`src/rtl/wt_cache_pkg.sv`:
```
package wt_cache_pkg;
  typedef enum logic [1:0] {
    ST_IDLE = 2'd0,
    ST_FILL = 2'd1,
    ST_ARB  = 2'd2,
    ST_WBUS = 2'd3
  } ctl_state_e;
endpackage

```
`src/rtl/wt_line_store.sv`:
```
module wt_line_store #(
  parameter int IDX_W  = 4,
  parameter int TAG_W  = 12,
  parameter int DATA_W = 32
) (
  input  logic              clk_i,
  input  logic              rst_ni,
  input  logic [IDX_W-1:0]  rd_idx_i,
  output logic              rd_valid_o,
  output logic [TAG_W-1:0]  rd_tag_o,
  output logic [DATA_W-1:0] rd_data_o,
  input  logic              snp_en_i,
  input  logic [IDX_W-1:0]  snp_idx_i,
  input  logic [TAG_W-1:0]  snp_tag_i,
  output logic              snp_kill_o,
  input  logic              fill_en_i,
  input  logic              upd_en_i,
  input  logic [IDX_W-1:0]  wr_idx_i,
  input  logic [TAG_W-1:0]  wr_tag_i,
  input  logic [DATA_W-1:0] wr_data_i
);
  localparam int LINES = 1 << IDX_W;

  logic [LINES-1:0]  valid_q;
  logic [TAG_W-1:0]  tag_q  [LINES];
  logic [DATA_W-1:0] data_q [LINES];
  logic              fill_snooped;

  assign snp_kill_o   = snp_en_i && valid_q[snp_idx_i] && (tag_q[snp_idx_i] == snp_tag_i);
  // snoop to the very address being filled keeps the new line invalid
  assign fill_snooped = snp_en_i && (snp_idx_i == wr_idx_i) && (snp_tag_i == wr_tag_i);

  for (genvar g = 0; g < LINES; g++) begin : g_line
    always_ff @(posedge clk_i or negedge rst_ni) begin
      if (!rst_ni) begin
        valid_q[g] <= 1'b0;
      end else if (fill_en_i && wr_idx_i == IDX_W'(g)) begin
        valid_q[g] <= !fill_snooped;
      end else if (snp_kill_o && snp_idx_i == IDX_W'(g)) begin
        valid_q[g] <= 1'b0;
      end
    end
  end

  always_ff @(posedge clk_i) begin
    if (fill_en_i || upd_en_i) data_q[wr_idx_i] <= wr_data_i;
    if (fill_en_i)             tag_q[wr_idx_i]  <= wr_tag_i;
  end

  assign rd_valid_o = valid_q[rd_idx_i];
  assign rd_tag_o   = tag_q[rd_idx_i];
  assign rd_data_o  = data_q[rd_idx_i];
endmodule

```
`src/rtl/wt_ctl_fsm.sv`:
```
module wt_ctl_fsm
  import wt_cache_pkg::*;
(
  input  logic clk_i,
  input  logic rst_ni,
  input  logic req_i,
  input  logic we_i,
  input  logic rd_hit_i,
  input  logic line_match_i,
  input  logic bus_gnt_i,
  input  logic mem_ack_i,
  output logic ack_o,
  output logic bus_req_o,
  output logic bus_wr_o,
  output logic mem_req_o,
  output logic mem_we_o,
  output logic fill_en_o,
  output logic upd_en_o
);
  ctl_state_e st_q, st_d;

  always_ff @(posedge clk_i or negedge rst_ni) begin
    if (!rst_ni) st_q <= ST_IDLE;
    else         st_q <= st_d;
  end

  always_comb begin
    st_d      = st_q;
    ack_o     = 1'b0;
    bus_req_o = 1'b0;
    bus_wr_o  = 1'b0;
    mem_req_o = 1'b0;
    mem_we_o  = 1'b0;
    fill_en_o = 1'b0;
    upd_en_o  = 1'b0;
    unique case (st_q)
      ST_IDLE: begin
        if (req_i) begin
          if (we_i)          st_d  = ST_ARB;
          else if (rd_hit_i) ack_o = 1'b1;
          else               st_d  = ST_FILL;
        end
      end
      ST_FILL: begin
        mem_req_o = 1'b1;
        if (mem_ack_i) begin
          ack_o     = 1'b1;
          fill_en_o = 1'b1;
          st_d      = ST_IDLE;
        end
      end
      ST_ARB: begin
        bus_req_o = 1'b1;
        if (bus_gnt_i) st_d = ST_WBUS;
      end
      ST_WBUS: begin
        bus_req_o = 1'b1;
        bus_wr_o  = 1'b1;
        mem_req_o = 1'b1;
        mem_we_o  = 1'b1;
        if (mem_ack_i) begin
          ack_o    = 1'b1;
          upd_en_o = line_match_i;  // no-write-allocate
          st_d     = ST_IDLE;
        end
      end
      default: st_d = ST_IDLE;
    endcase
  end
endmodule

```
`src/rtl/wt_snoop_cache.sv`:
```
module wt_snoop_cache #(
  parameter int ADDR_W = 16,
  parameter int DATA_W = 32,
  parameter int IDX_W  = 4
) (
  input  logic              clk_i,
  input  logic              rst_ni,
  input  logic              cpu_req_i,
  input  logic              cpu_we_i,
  input  logic [ADDR_W-1:0] cpu_addr_i,
  input  logic [DATA_W-1:0] cpu_wdata_i,
  output logic              cpu_ack_o,
  output logic [DATA_W-1:0] cpu_rdata_o,
  output logic              bus_req_o,
  input  logic              bus_gnt_i,
  output logic              bus_wr_o,
  output logic [ADDR_W-1:0] bus_addr_o,
  output logic [DATA_W-1:0] bus_wdata_o,
  input  logic              snp_valid_i,
  input  logic [ADDR_W-1:0] snp_addr_i,
  output logic              mem_req_o,
  output logic              mem_we_o,
  output logic [ADDR_W-1:0] mem_addr_o,
  output logic [DATA_W-1:0] mem_wdata_o,
  input  logic [DATA_W-1:0] mem_rdata_i,
  input  logic              mem_ack_i
);
  localparam int TAG_W = ADDR_W - IDX_W;

  logic [IDX_W-1:0]  cpu_idx, snp_idx;
  logic [TAG_W-1:0]  cpu_tag, snp_tag, rd_tag;
  logic              rd_valid, snp_kill, line_match, rd_hit;
  logic [DATA_W-1:0] rd_data, wr_data;
  logic              fill_en, upd_en;

  assign cpu_idx = cpu_addr_i[IDX_W-1:0];
  assign cpu_tag = cpu_addr_i[ADDR_W-1:IDX_W];
  assign snp_idx = snp_addr_i[IDX_W-1:0];
  assign snp_tag = snp_addr_i[ADDR_W-1:IDX_W];

  wt_line_store #(.IDX_W(IDX_W), .TAG_W(TAG_W), .DATA_W(DATA_W)) i_store (
    .clk_i      (clk_i),
    .rst_ni     (rst_ni),
    .rd_idx_i   (cpu_idx),
    .rd_valid_o (rd_valid),
    .rd_tag_o   (rd_tag),
    .rd_data_o  (rd_data),
    .snp_en_i   (snp_valid_i),
    .snp_idx_i  (snp_idx),
    .snp_tag_i  (snp_tag),
    .snp_kill_o (snp_kill),
    .fill_en_i  (fill_en),
    .upd_en_i   (upd_en),
    .wr_idx_i   (cpu_idx),
    .wr_tag_i   (cpu_tag),
    .wr_data_i  (wr_data)
  );

  assign line_match = rd_valid && (rd_tag == cpu_tag);
  // a same-cycle invalidation of the looked-up line turns the hit into a miss
  assign rd_hit     = line_match && !(snp_kill && snp_idx == cpu_idx);
  assign wr_data    = fill_en ? mem_rdata_i : cpu_wdata_i;

  wt_ctl_fsm i_fsm (
    .clk_i        (clk_i),
    .rst_ni       (rst_ni),
    .req_i        (cpu_req_i),
    .we_i         (cpu_we_i),
    .rd_hit_i     (rd_hit),
    .line_match_i (line_match),
    .bus_gnt_i    (bus_gnt_i),
    .mem_ack_i    (mem_ack_i),
    .ack_o        (cpu_ack_o),
    .bus_req_o    (bus_req_o),
    .bus_wr_o     (bus_wr_o),
    .mem_req_o    (mem_req_o),
    .mem_we_o     (mem_we_o),
    .fill_en_o    (fill_en),
    .upd_en_o     (upd_en)
  );

  assign cpu_rdata_o = mem_req_o ? mem_rdata_i : rd_data;
  assign bus_addr_o  = cpu_addr_i;
  assign bus_wdata_o = cpu_wdata_i;
  assign mem_addr_o  = cpu_addr_i;
  assign mem_wdata_o = cpu_wdata_i;
endmodule

```
`config.mk`:
```
export PLATFORM = sky130hd
export DESIGN_NAME = wt_snoop_cache
export DESIGN_NICKNAME = d
export VERILOG_FILES = /design/src/rtl/wt_cache_pkg.sv /design/src/rtl/wt_line_store.sv /design/src/rtl/wt_ctl_fsm.sv /design/src/rtl/wt_snoop_cache.sv
export SDC_FILE = /design/constraint.sdc
export NUM_CORES = 1
export LEC_CHECK = 0
export ABC_AREA = 1
export BUFFER_PORTS_ARGS = -buffer_cell sky130_fd_sc_hd__buf_2
export CELL_PAD_IN_SITES_DETAIL_PLACEMENT = 0
export CELL_PAD_IN_SITES_GLOBAL_PLACEMENT = 1
export CORE_MARGIN = 2
export CORE_UTILIZATION = 30
export DETAILED_ROUTE_END_ITERATION = 7
export PLACE_DENSITY_LB_ADDON = 0.3
export SETUP_SLACK_MARGIN = 0.4
export SLEW_MARGIN = 20
export SYNTH_ARGS = -nofsm -noshare
export SYNTH_HDL_FRONTEND = slang
export SYNTH_HIERARCHICAL = 1
export SYNTH_SLANG_ARGS = --single-unit
```
`constraint.sdc`:
```
create_clock -name clk_i -period 6.53 [get_ports clk_i]
set_input_delay 0.653 -clock clk_i [delete_from_list [all_inputs] [get_ports clk_i]]
set_output_delay 0.653 -clock clk_i [all_outputs]
set_load 0.02 [all_outputs]
```
* After elaboration in Yosys (flattened, before gate mapping) *
Memories as Yosys holds them, arrays and structs flattened.
Cells that the tools add are included.

word-level totals
  memories kept = 2
  register bits after elaboration = 18
  output and inout port bits = 133
  memory bits (writable) = 704

memories
  name            words  width  read ports  clocked after memory_dff  write ports  line                 text
  i_store.data_q  16     32     1           0                         1            wt_line_store.sv:26  logic [DATA_W-1:0] data_q [LINES];
  i_store.tag_q   16     12     2           0                         1            wt_line_store.sv:25  logic [TAG_W-1:0] tag_q [LINES];

operators by class
  equal/unequal tests = 41
  reductions and logical operators = 64
  magnitude comparators = 2
  mux-type cells = 59

operators by type and width
  cell                number
  $eq 4x4->1 const B  16
  $mux 32             2
  $mux 1              48
  $logic_and 1x1->1   39
  $eq 12x12->1        3
  $eq 4x3->1 const B  8
  $reduce_bool 2->1   16
  $eq 4x2->1 const B  4
  $lt 4x5->1 const B  2
  $mux 2              5
  $bmux 1 s4          2
  $eq 4x1->1 const B  2
  $logic_not 4->1     2
  $pmux 2 s3          1
  $eq 2x2->1 const B  2
  $eq 4x4->1          1
  $ne 2x2->1 const B  2
  $reduce_and 4->1    1
  $reduce_or 2->1     2
  $ne 3x3->1 const B  1
  $eq 2x1->1 const B  1
  $logic_not 1->1     2
  $logic_not 2->1     1
  $ne 2x1->1 const B  1
  2 further kinds     2

* Depth between registers and ports, before layout *
Gate-level depths: netlist of the first run.

  word-level depth = 11
  mapped depth = 27
  depth with buffers taken out = 23

* Cells and area by module *
Netlist of the first run, hierarchy kept.

modules (own cells, without submodules)
  module          area each (µm²)  cells each  times used  seq. area each (µm²)
  wt_line_store   31002.2          2747        1           21540.7
  wt_snoop_cache  2137.0           251         1           0.0
  wt_ctl_fsm      237.7            38          1           50.0

* Least setup slack after synthesis of the first run *
No wires, ideal clock.

  path type = input to register
  start = input cpu_addr_i[0]
  end = memory i_store.data_q[15][0], enable pin
  stages = 20
  required time = 6.069 ns
  path slack = 1.216 ns
  setup time = 0.461 ns
  path buffers = 3
  arrival = 4.852 ns
  cells stage by stage = inv_1 > clkbuf_1 > clkbuf_1 > clkbuf_1 > nor2_1 > o221ai_1 > o211ai_1 > nand2_1 > inv_1 > nand2_1 > nand2_1 > nor2_1 > nand2_1 > nor2_1 > nand2_1 > inv_1 > nand2_1 > nor2_1 > nor2_1 > nor3_1

on the way
  word-level cells in the longest chain between the ends = 8
  elaborated cells on any way between the ends = 10

RTL lines
  what                          line                  text
  start, declared               wt_snoop_cache.sv:10  input logic [ADDR_W-1:0] cpu_addr_i,
  $mem_v2 16x12                 --
  via rd_tag[6]                 wt_snoop_cache.sv:31  logic [TAG_W-1:0] cpu_tag, snp_tag, rd_tag;
  $eq 12x12->1                  wt_snoop_cache.sv:59  assign line_match = rd_valid && (rd_tag == cpu_tag);
  $logic_and 1x1->1             wt_snoop_cache.sv:59
  via line_match                wt_snoop_cache.sv:32  logic rd_valid, snp_kill, line_match, rd_hit;
  $mux 1                        wt_ctl_fsm.sv:61      if (mem_ack_i) begin
  $mux 1                        wt_ctl_fsm.sv:36      unique case (st_q)
  via upd_en                    wt_snoop_cache.sv:34  logic fill_en, upd_en;
  $logic_or 1x1->1              wt_line_store.sv:46   if (fill_en_i || upd_en_i) data_q[wr_idx_i] <= wr_data_i;
  $mux 1                        wt_line_store.sv:46
  $mux 1 (implied by the code)  wt_line_store.sv:46
  end, declared                 wt_line_store.sv:26

The timed path passes the listed nets, and every way through them passes these cells. The select of a mux whose other input is x is not followed.

* Worst setup path after layout of the first run *
  start = input snp_addr_i[1]
  end = output cpu_ack_o

on the way
  word-level cells in the longest chain between the ends = 11
  elaborated cells on any way between the ends = 14

RTL lines
  what                                                   line                  text
  start, declared                                        wt_snoop_cache.sv:20  input logic [ADDR_W-1:0] snp_addr_i,
  branches (longest 3 deep; another with $mem_v2 16x12)  --
  $logic_and 1x1->1 (*)                                  wt_line_store.sv:29   assign snp_kill_o = snp_en_i && valid_q[snp_idx_i] && (tag_q[snp_idx_i] == snp_tag_i);
  via snp_kill                                           wt_snoop_cache.sv:32
  $logic_and 1x1->1 (*)                                  wt_snoop_cache.sv:61  assign rd_hit = line_match && !(snp_kill && snp_idx == cpu_idx);
  $logic_not 1->1 (*)                                    wt_snoop_cache.sv:61
  $logic_and 1x1->1 (*)                                  wt_snoop_cache.sv:61
  via rd_hit                                             wt_snoop_cache.sv:32
  $mux 1 (*)                                             wt_ctl_fsm.sv:40      else if (rd_hit_i) ack_o = 1'b1;
  $mux 1 (*)                                             wt_ctl_fsm.sv:39      if (we_i) st_d = ST_ARB;
  $mux 1 (*)                                             wt_ctl_fsm.sv:38      if (req_i) begin
  $pmux 1 s2 (*)                                         wt_ctl_fsm.sv:36
  end, declared                                          wt_snoop_cache.sv:12  output logic cpu_ack_o,

Mark *: on every way through the listed nets, which the timed path passes. The select of a mux whose other input is x is not followed.

==> results of run 1 <==
## cells in the final DEF (no fill, tap or decap), drive strengths merged, types with 4 or more instances in the layout
master  Yosys  layout
o22ai      41      41
a22oi       4       4
clkinv      1      34
o21bai      4       4
edfxtp    704     704
o221ai    126     126
buf       145     293
a21oi      28      28
clkbuf    152     102
dfrtp      18      18
mux2       64      64
nand3      88      88
nand2     630     630
nor2      434     434
o21ai     411     411
inv       112     115
bufinv      0       6
nor3        5       5
o211ai     53      53
xor2        6       6
## per-layer routing
layer | track usage | routed length [um]
met5 | 0 | 0
met4 | 0.0516 | 2660
met3 | 0.0249 | 4940
met2 | 0.308 | 51200
met1 | 0.237 | 45800
## worst min-delay path by stage
stage | start | to | slack (ps) | depth (start not counted)
3_3_place_gp | i_store/valid_q[1] | i_store/valid_q[1] | 610 | 4
4_1_cts | mem_ack_i | i_fsm/st_q[0] | 260 | 4
2_1_floorplan | rst_ni | i_fsm/st_q[0] | 360 | 0
5_1_grt | mem_ack_i | i_fsm/st_q[0] | 310 | 4
6_report | mem_ack_i | i_fsm/st_q[0] | 300 | 4
3_5_place_dp | i_store/valid_q[1] | i_store/valid_q[1] | 610 | 4
## layout make-up
cell class | instances | area, um2 | share of cell area
Sequential cell | 722 | 21600 | 0.569
Multi-Input combinational cell | 1904 | 9810 | 0.259
Clock buffer | 102 | 2120 | 0.0557
Tap cell | 1488 | 1860 | 0.0491
Timing Repair Buffer | 294 | 1710 | 0.0450
Inverter | 113 | 442 | 0.0116
Clock inverter | 44 | 418 | 0.0110
Antenna cell | 1 | 2.50 | 0.0000659
## metrics by stage
| step | hold WS [ps] | cells | cell area, um2 | power (mW) |
|---|---|---|---|---|
| global route | 312 | 4668 | 38000 | 11.9 |
| detailed placement | 610 | 4520 | 35400 | 7.22 |
| finish | 297 | 4668 | 38000 | 11.5 |
| CTS | 265 | 4667 | 37900 | 11.6 |
| global placement | 611 | 4520 | 35400 | 7.22 |
| floorplan | 357 | 3036 | 33400 | 6.67 |
## cell families (layout without fill, tap and decap cells)
| group | Yosys count | after routing | share of synthesized area |
|---|---|---|---|
| other | 0 | 1 | 0 |
| buffers and inverters | 410 | 553 | 0.0646 |
| and+or+nand+nor | 1162 | 1162 | 0.137 |
| DFF | 722 | 722 | 0.647 |
| muxes | 64 | 64 | 0.0283 |
| xor gates and xnor gates | 8 | 8 | 0.00210 |
| AOI/OAI and AO/OA | 670 | 670 | 0.121 |
## power by group through the flow
stage | combinational [mW] | clock [mW] | sequential [mW]
2_1_floorplan | 1.20 | 0 | 5.47
3_3_place_gp | 1.69 | 0 | 5.52
3_5_place_dp | 1.70 | 0 | 5.52
4_1_cts | 1.70 | 4.49 | 5.43
5_1_grt | 1.84 | 4.67 | 5.43
6_report | 1.67 | 4.40 | 5.42
## critical path: stages
cell and delay [ps]:
buf_2 90, buf_4 570, nand2_2 220, inv_1 460, nand2_1 100, nand3_1 100, nand2_1 50, nand2_1 190
nor2_1 60, nand2_1 50, nand2_1 50, nor2_1 80, nand2_1 160, nor2_4 440, and2_1 200, nand3_1 70
nor3_1 150, nor2_1 130, inv_1 80, nor2_1 50, nand2_2 60, o21ai_1 50, buf_2 170
## state kept, by name (all words and copies together), names as in the netlist
| name | cells |
|---|---|
| i_store/data_q | 512 |
| i_store/tag_q | 192 |
| i_store/valid_q | 16 |
| i_fsm/st_q | 2 |
==> impl_metrics.py, run 1 <==
metrics = {
    "floorplanning": {
        "floorplan.rows": 122,
        "core_area_mm2": 0.111,
        "die_w_um": 338,
        "die_h_um": 338,
        "io_pins": 236,
        "dieArea_mm2": 0.114,
        "initial_core_util": 0.302,
    },
    "status": {
        "status": "complete, no violations",
    },
    "synth": {
        "synthArstFlopShare": 0.0249,
        "synth_fp_nets": 3139,
        "synth_top_area_frac": 0.633,
        "yosysSeqAreaShare": 0.647,
        "netlist_instances": 3036,
        "synth_edf_count": 704,
        "ys_seq_elements": 722,
        "synth_area_mm2": 0.0334,
        "synth.avg_cell_area_um2": 11.0,
        "ys_warn_count": 6,
        "yosys-top-cells-count": "edfxtp_1 (704), nand2_1 (626), nor2_1 (430)",
        "synth.most_common_cell": "edfxtp_1",
        "synth_cell_types": 39,
        "yosys.area.top_type": "edfxtp_1",
        "netlist_top_cells_area": "edfxtp_1 (63%), nand2_1 (7.0%), o21ai_0 (6.0%)",
        "synth-main-ff-cell": "edfxtp_1",
    },
    "clock_network": {
        "numCtsBuffers": 80,
        "cts_tree": "yes",
        "h-tree-depth": 3,
        "numClockSinks": 722,
        "clockBufferDepth": 3,
        "path_clk_slew_ps": 50,
        "clkLatencyLatePin_ps": 640,
        "ctsResizeCount": 0,
        "hold_buffers": 1,
        "cts_root_buf": "clkbuf_16",
        "cts_setup_buffers": 0,
    },
    "sta": {
        "max_slew_margin": 0.260,
        "fin_skew_ps": 41.7,
        "hold_violations": 0,
        "finalSetupViolations": 0,
        "post-route-period-util": 0.753,
        "worst_slack_ps": 1610,
        "rsz0062_at_grt": "no",
        "worst_pin_slew_ps": 1110,
        "finalMaxSlewViolations": 0,
        "clock.fmax_ghz": 0.203,
        "tns_ps": 0,
        "min_period_ps": 4920,
    },
    "pwr": {
        "cellLeakagePower_nw": 13.7,
        "ir_drop_mv": 0.163,
        "switching_power_mw": 3.10,
        "seq_power_share": 0.472,
        "p_per_area_mw_per_mm2": 303,
        "power_frac_clock": 0.383,
        "swShare": 0.270,
        "combPwrFrac": 0.145,
        "p_int_mw": 8.40,
    },
    "critical_path": {
        "critPathKind": "input pin to primary output",
        "r2r_cells": 18,
        "r2r_end": "i_store/data_q[3][15]",
        "required_ps": 5880,
        "critical_path.endpoint": "cpu_ack_o",
        "setup.worst_path.start_class": "input pin",
        "r2r_setup_slack_ps": 2780,
        "crit_path_max_fanout": 44,
        "r2r-start": "i_store/tag_q[8][1]",
        "worst_ep_arrival_time_ps": 4260,
        "worst_setup_path_end_kind": "primary output",
        "startpoint": "snp_addr_i[1]",
    },
    "flow_run": {
        "cap_violations": 0,
    },
    "detailed_routing": {
        "drtIter0Drc": 2025,
        "wl_mm": 105,
        "vias": 23200,
        "vias_per_cell": 4.96,
        "avgRoutedWirePerCell_um": 22.4,
        "drc": 0,
        "first_pass_iters": 6,
        "detail-route-antenna-nets": 0,
    },
    "grt": {
        "antenna_found_initial": 2,
        "grt.total_usage": 0.180,
        "grt_pass1_vias": 22500,
        "grt_max_degree": 159,
        "grt_remaining_overflow": 0,
        "grt_pass1_wl_mm": 151,
    },
    "layout": {
        "nFillCells": 11200,
        "fin_nets": 3218,
        "utilization": 0.343,
        "area_delta_synth_final_pct": 13.7,
        "drive_above_1_share": 0.168,
    },
    "place": {
        "post-place-ws_ps": 1290,
        "globalplace.congestion": 0.787,
        "dp_hpwl_mm": 60.7,
        "port_buffers": 235,
    },
    "hold_path": {
        "hold_class": "input pin to flop",
    },
}
No activity file was read; power rests on OpenSTA's default activity.
==> run 2, diff against run 1 <==
==> constraint.sdc (replaced) <==
create_clock -name clk_i -period 4.8 [get_ports clk_i]
set_input_delay 0.48 -clock clk_i [delete_from_list [all_inputs] [get_ports clk_i]]
set_output_delay 0.48 -clock clk_i [all_outputs]
set_load 0.02 [all_outputs]
==> impl_metrics.py, run 2 (same netlist as run 1, synthesis figures left out) <==
metrics = {
    "clock_network": {
        "cts_root_buf": "clkbuf_16",
        "numClockSinks": 722,
        "cts_tree": "yes",
        "path_clk_slew_ps": 50,
        "numCtsBuffers": 81,
        "clkLatencyLatePin_ps": 660,
        "clockBufferDepth": 3,
        "h-tree-depth": 3,
        "cts_setup_buffers": 0,
    },
    "grt": {
        "grt_pass1_wl_mm": 154,
        "antenna_found_initial": 0,
        "grt.total_usage": 0.183,
        "grt_remaining_overflow": 0,
        "grt_pass1_vias": 22900,
        "grt_max_degree": 102,
    },
    "detailed_routing": {
        "wl_mm": 105,
        "drc": 0,
        "vias": 23300,
        "avgRoutedWirePerCell_um": 22.3,
        "first_pass_iters": 5,
        "detail-route-antenna-nets": 0,
        "vias_per_cell": 4.96,
        "drtIter0Drc": 1797,
    },
    "pwr": {
        "cellLeakagePower_nw": 13.9,
        "power_mw": 15.8,
        "p_per_area_mw_per_mm2": 410,
        "ir_drop_mv": 0.295,
    },
    "floorplanning": {
        "floorplan.rows": 122,
        "core_area_mm2": 0.111,
        "io_pins": 236,
        "die_h_um": 338,
        "initial_core_util": 0.302,
        "die_w_um": 338,
        "dieArea_mm2": 0.114,
    },
    "layout": {
        "drive_above_1_share": 0.173,
        "top_regs": "i_store/data_q x512, i_store/tag_q x192, i_store/valid_q x16",
        "largest_reg_flops": 512,
        "area_delta_synth_final_pct": 15.2,
        "fin_nets": 3256,
        "stdcell_count": 4706,
        "final_common_cell": "edfxtp_1",
        "final_cell_mix": "edfxtp_1 (704), nand2_1 (626), nor2_1 (406)",
        "final_area_mm2": 0.0384,
        "regMostFlops": "i_store/data_q",
        "n_antenna_cell": 0,
    },
    "sta": {
        "finalSetupViolations": 0,
        "worst_pin_slew_ps": 1060,
        "tns_ps": 0,
        "finalMaxSlewViolations": 0,
        "hold_violations": 0,
        "worst_slack_ps": 693,
        "post-route-period-util": 0.856,
        "min_period_ps": 4110,
        "fin_skew_ps": 41.3,
        "rsz0062_at_grt": "no",
        "max_slew_margin": 0.291,
        "clock.fmax_ghz": 0.244,
    },
    "place": {
        "post-place-ws_ps": 260,
        "globalplace.congestion": 0.829,
        "dp_hpwl_mm": 64.2,
        "place_area_mm2": 0.0358,
        "port_buffers": 235,
        "dp_cells": 4557,
    },
    "critical_path": {
        "setup.worst_path.start_class": "input pin",
        "worst_ep_arrival_time_ps": 3630,
        "required_ps": 4320,
        "crit_path_max_fanout": 54,
        "r2r_cells": 19,
        "critPathKind": "input pin to primary output",
        "worst_setup_path_end_kind": "primary output",
    },
    "hold_path": {
        "worstHoldPathCells": 4,
        "hold_class": "input pin to flop",
    },
    "status": {
        "status": "complete, no violations",
    },
    "flow_run": {
        "cap_violations": 0,
    },
}
run 2: cell count changes in the layout (fill, tap and decap cells not counted), moves of 2 or more:
cell	delta
clkinv_2	-8
clkinv_16	+4
buf_12	+11
inv_2	-2
nor2_1	+8
clkinv_8	-2
clkbuf_1	+5
clkbuf_8	+2
nor2_2	-8
buf_4	+24
buf_6	+2
run 2: power by group:
part           total [mW]  switching, mW  internal [mW]
clock network        6.06           2.59           3.47
logic                2.30           1.57          0.734
registers            7.39          0.129           7.26
total                15.8           4.28           11.5
run 2: through the flow:
stage | util | hold slack [ps]
2_1_floorplan | - | 184
3_3_place_gp | 0.324 | 473
3_5_place_dp | 0.324 | 467
4_1_cts | 0.348 | 58.4
5_1_grt | 0.348 | 71.9
6_report | 0.348 | 100
run 2: repair_timing:
action | 4_1_cts | 5_1_grt
hold buffers | 1 | 0
setup endpoints to repair | 1 | 1
gates resized for setup | 4 | 3
pin swaps | 0 | 0
hold endpoints to repair | 18 | 0
gates cloned | 0 | 0
run 2: final cells by class:
type                            count  area, um2
Clock inverter                     39        448
Tap cell                         1488       1860
Sequential cell                   722      21600
Inverter                          113        444
Fill cell                       11100      72100
Timing Repair Buffer              331       2130
Multi-Input combinational cell   1904       9800
Clock buffer                      109       2160
run 2: routing by layer:
| layer | share of wire | wire length [um] | vias to the layer above | GRT usage |
|---|---|---|---|---|
| met5 | 0 | 0 | - | 0 |
| met2 | 0.48 | 50700 | 706 | 0.310 |
| li1 | - | - | 11000 | - |
| met1 | 0.45 | 46800 | 11600 | 0.247 |
| met4 | 0.021 | 2250 | 0 | 0.0457 |
| met3 | 0.051 | 5310 | 130 | 0.0249 |
run 2: path summary, 6_finish.rpt:
path                                      from               endpoint  slack, ps
setup / recovery                 snp_addr_i[0]              cpu_ack_o        690
hold / removal                       mem_ack_i          i_fsm/st_q[0]        100
setup reg to reg           i_store/tag_q[8][1]  i_store/data_q[0][28]       1230
hold reg to reg             i_store/valid_q[1]     i_store/valid_q[1]        630
max in group asynchronous               rst_ni          i_fsm/st_q[0]       4030
min in group asynchronous               rst_ni          i_fsm/st_q[0]        400
run 2: critical path, cell delays in order:
cell,delay [ps]
buf_4,240
buf_6,390
buf_4,270
nand2_1,60
o21ai_0,80
nand2_1,70
nand2_1,70
nand2_1,50
nand2_1,160
nor2_1,80
nand2_1,60
nand2_1,50
nor2_1,80
nand2_1,150
nor2_4,170
and2_1,170
nand3_1,90
nor3_2,270
nor2_1,160
inv_1,80
nor2_1,50
nand2_2,60
o21ai_1,60
buf_2,170
==> run 3, diff against run 2 <==
--- a/config.mk
+++ b/config.mk
@@ -17,5 +17,4 @@
 export SLEW_MARGIN = 20
 export SYNTH_ARGS = -nofsm -noshare
 export SYNTH_HDL_FRONTEND = slang
-export SYNTH_HIERARCHICAL = 1
 export SYNTH_SLANG_ARGS = --single-unit
==> impl_metrics.py, run 3 <==
metrics = {
    "sta": {
        "finalSetupViolations": 0,
        "max_slew_margin": 0.454,
        "fin_skew_ps": 34.6,
        "post-route-period-util": 0.783,
        "clock.fmax_ghz": 0.266,
        "tns_ps": 0,
        "min_period_ps": 3760,
        "worst_pin_slew_ps": 808,
        "rsz0062_at_grt": "no",
        "finalMaxSlewViolations": 0,
        "hold_violations": 0,
        "worst_slack_ps": 1040,
    },
    "status": {
        "status": "complete, no violations",
    },
    "synth": {
        "synth.avg_cell_area_um2": 11.3,
        "synthArstFlopShare": 0.0249,
        "synth_area_mm2": 0.0318,
        "synth_fp_nets": 2927,
        "synth_top_area_frac": 0.664,
        "synth-main-ff-cell": "edfxtp_1",
        "synthAdderAreaFrac": 0,
        "ys_warn_count": 0,
        "ys_seq_elements": 722,
        "synth-compound-area-share": 0.126,
        "synthXorXnorAreaFrac": 0.00220,
        "netlist_instances": 2824,
        "synthSimpleGateAreaFrac": 0.133,
        "synth_edf_count": 704,
        "synth.most_common_cell": "nand2_1",
        "yosys-mux-area-fraction": 0,
        "synth_top_family_by_area": "simple AND/OR/NAND/NOR gates",
        "netlist_top_cells_area": "edfxtp_1 (66%), nand2_1 (11%), a22oi_1 (6.2%)",
        "yosys-top-cells-count": "nand2_1 (892), edfxtp_1 (704), a22oi_1 (262)",
        "yosys.area.top_type": "edfxtp_1",
        "yosysSeqAreaShare": 0.678,
        "synth_cell_types": 39,
    },
    "detailed_routing": {
        "wl_met1_mm": 43.3,
        "vias": 21900,
        "first_pass_iters": 5,
        "vias_per_cell": 4.90,
        "drc": 0,
        "avgRoutedWirePerCell_um": 22.4,
        "wl_mm": 100,
        "detail-route-antenna-nets": 0,
        "wl_met3_mm": 5.30,
        "routed.top_layer": "met5",
        "drtIter0Drc": 1736,
        "wl_met2_mm": 49.2,
    },
    "layout": {
        "drive_above_1_share": 0.170,
        "area_delta_synth_final_pct": 17.1,
        "final_common_cell": "nand2_1",
        "top_regs": "i_store.data_q x512, i_store.tag_q x192, i_store.valid_q x16",
        "utilization": 0.354,
        "multiInputGateArea_mm2": 0.00853,
        "regMostFlops": "i_store.data_q",
        "fin_nets": 3114,
        "n_antenna_cell": 0,
        "nFillCells": 10500,
        "largest_reg_flops": 512,
        "seqCellArea_mm2": 0.0216,
        "final_cell_mix": "nand2_1 (891), edfxtp_1 (704), a22oi_1 (262)",
    },
    "pwr": {
        "ir_drop_mv": 0.275,
        "p_per_area_mw_per_mm2": 424,
        "power_mw": 15.8,
        "cellLeakagePower_nw": 13.7,
    },
    "clock_network": {
        "cts_root_buf": "clkbuf_16",
        "cts_setup_buffers": 0,
        "numClockSinks": 722,
        "h-tree-depth": 3,
        "numCtsBuffers": 83,
        "clkLatencyLatePin_ps": 660,
        "ctsResizeCount": 0,
        "path_clk_slew_ps": 50,
        "clockBufferDepth": 3,
        "cts_tree": "yes",
    },
    "critical_path": {
        "setup.worst_path.start_class": "input pin",
        "crit_path_max_fanout": 57,
        "required_ps": 4320,
        "worst_setup_path_end_kind": "primary output",
        "critPathKind": "input pin to primary output",
        "worst_ep_arrival_time_ps": 3280,
    },
    "grt": {
        "grt_max_degree": 92,
        "antenna_found_initial": 3,
        "grt_remaining_overflow": 0,
        "grt_pass1_wl_mm": 145,
        "grt_pass1_vias": 21300,
        "grt.total_usage": 0.182,
    },
    "floorplanning": {
        "floorplan.rows": 119,
        "die_h_um": 330,
        "die_w_um": 330,
        "io_pins": 236,
        "core_area_mm2": 0.105,
        "initial_core_util": 0.303,
        "dieArea_mm2": 0.109,
    },
    "flow_run": {
        "cap_violations": 0,
    },
    "place": {
        "dp_hpwl_mm": 62.1,
        "globalplace.congestion": 0.837,
        "post-place-ws_ps": 751,
        "port_buffers": 235,
    },
    "hold_path": {
        "hold_class": "input pin to flop",
    },
}
[run 3: routing by layer]
layer  global-route usage  vias up
li1                     -    10300
met1                0.242    10800
met2                0.310      610
met3               0.0276      126
met4               0.0471        2
met5                    0        -
[run 3: cells by family (layout without fill, tap and decap cells)]
family / Yosys count / in the layout
and+or+nand+nor: 1084 / 1084
AOI/OAI and AO/OA: 637 / 637
buffers and inverters: 373 / 619
xor gates and xnor gates: 8 / 8
DFF: 722 / 722
[run 3: worst paths after layout]
path	slack (ps)	startpoint	depth (start not counted)	end
worst max-delay path	1040	cpu_addr_i[1]	11	cpu_rdata_o[23]
worst min-delay path	150	cpu_we_i	4	i_fsm.st_q[0]
worst max register to register	1680	i_store.tag_q[15][9]	13	i_store.data_q[10][12]
worst min register to register	530	i_store.valid_q[2]	2	i_store.valid_q[2]
max in group asynchronous	4070	rst_ni	2	i_store.valid_q[5]
min in group asynchronous	350	rst_ni	2	i_fsm.st_q[1]
[run 3: final cells by class]
| type | instances | area share |
|---|---|---|
| flip-flops and latches | 722 | 0.579 |
| multi-input cells | 1729 | 0.229 |
| inverters | 121 | 0.0125 |
| well taps | 1391 | 0.0467 |
| clock buffers | 103 | 0.0588 |
| repair buffers | 354 | 0.0631 |
| clock inverters | 41 | 0.0115 |
[run 3: what timing repair did]
item	4_1_cts	5_1_grt
hold buffers	1	0
endpoints found under the hold margin	18	0
endpoints found under the setup margin	0	0
[run 3: worst max-delay path: stages]
cell and delay, ps:
buf_2 260, inv_4 200, nand2_1 220, inv_4 190
buf_12 260, buf_4 220, a22oi_1 150, a21oi_1 120
o41ai_1 640, o21ai_0 240, buf_2 220
[run 3: power breakdown]
part / switching (mW) / internal [mW] / total, mW
Clock: 2.60 / 3.49 / 6.08
Combinational: 1.69 / 0.614 / 2.30
Sequential: 0.0834 / 7.34 / 7.42
[run 3: stage by stage]
step | area [um2] | hold WS (ps) | instances
after floorplan | 31800 | 184 | 2824
final | 37300 | 152 | 4461
after global routing | 37300 | 151 | 4461
after detailed placement | 34700 | 476 | 4316
after global placement | 34700 | 485 | 4316
after CTS | 37300 | 120 | 4461
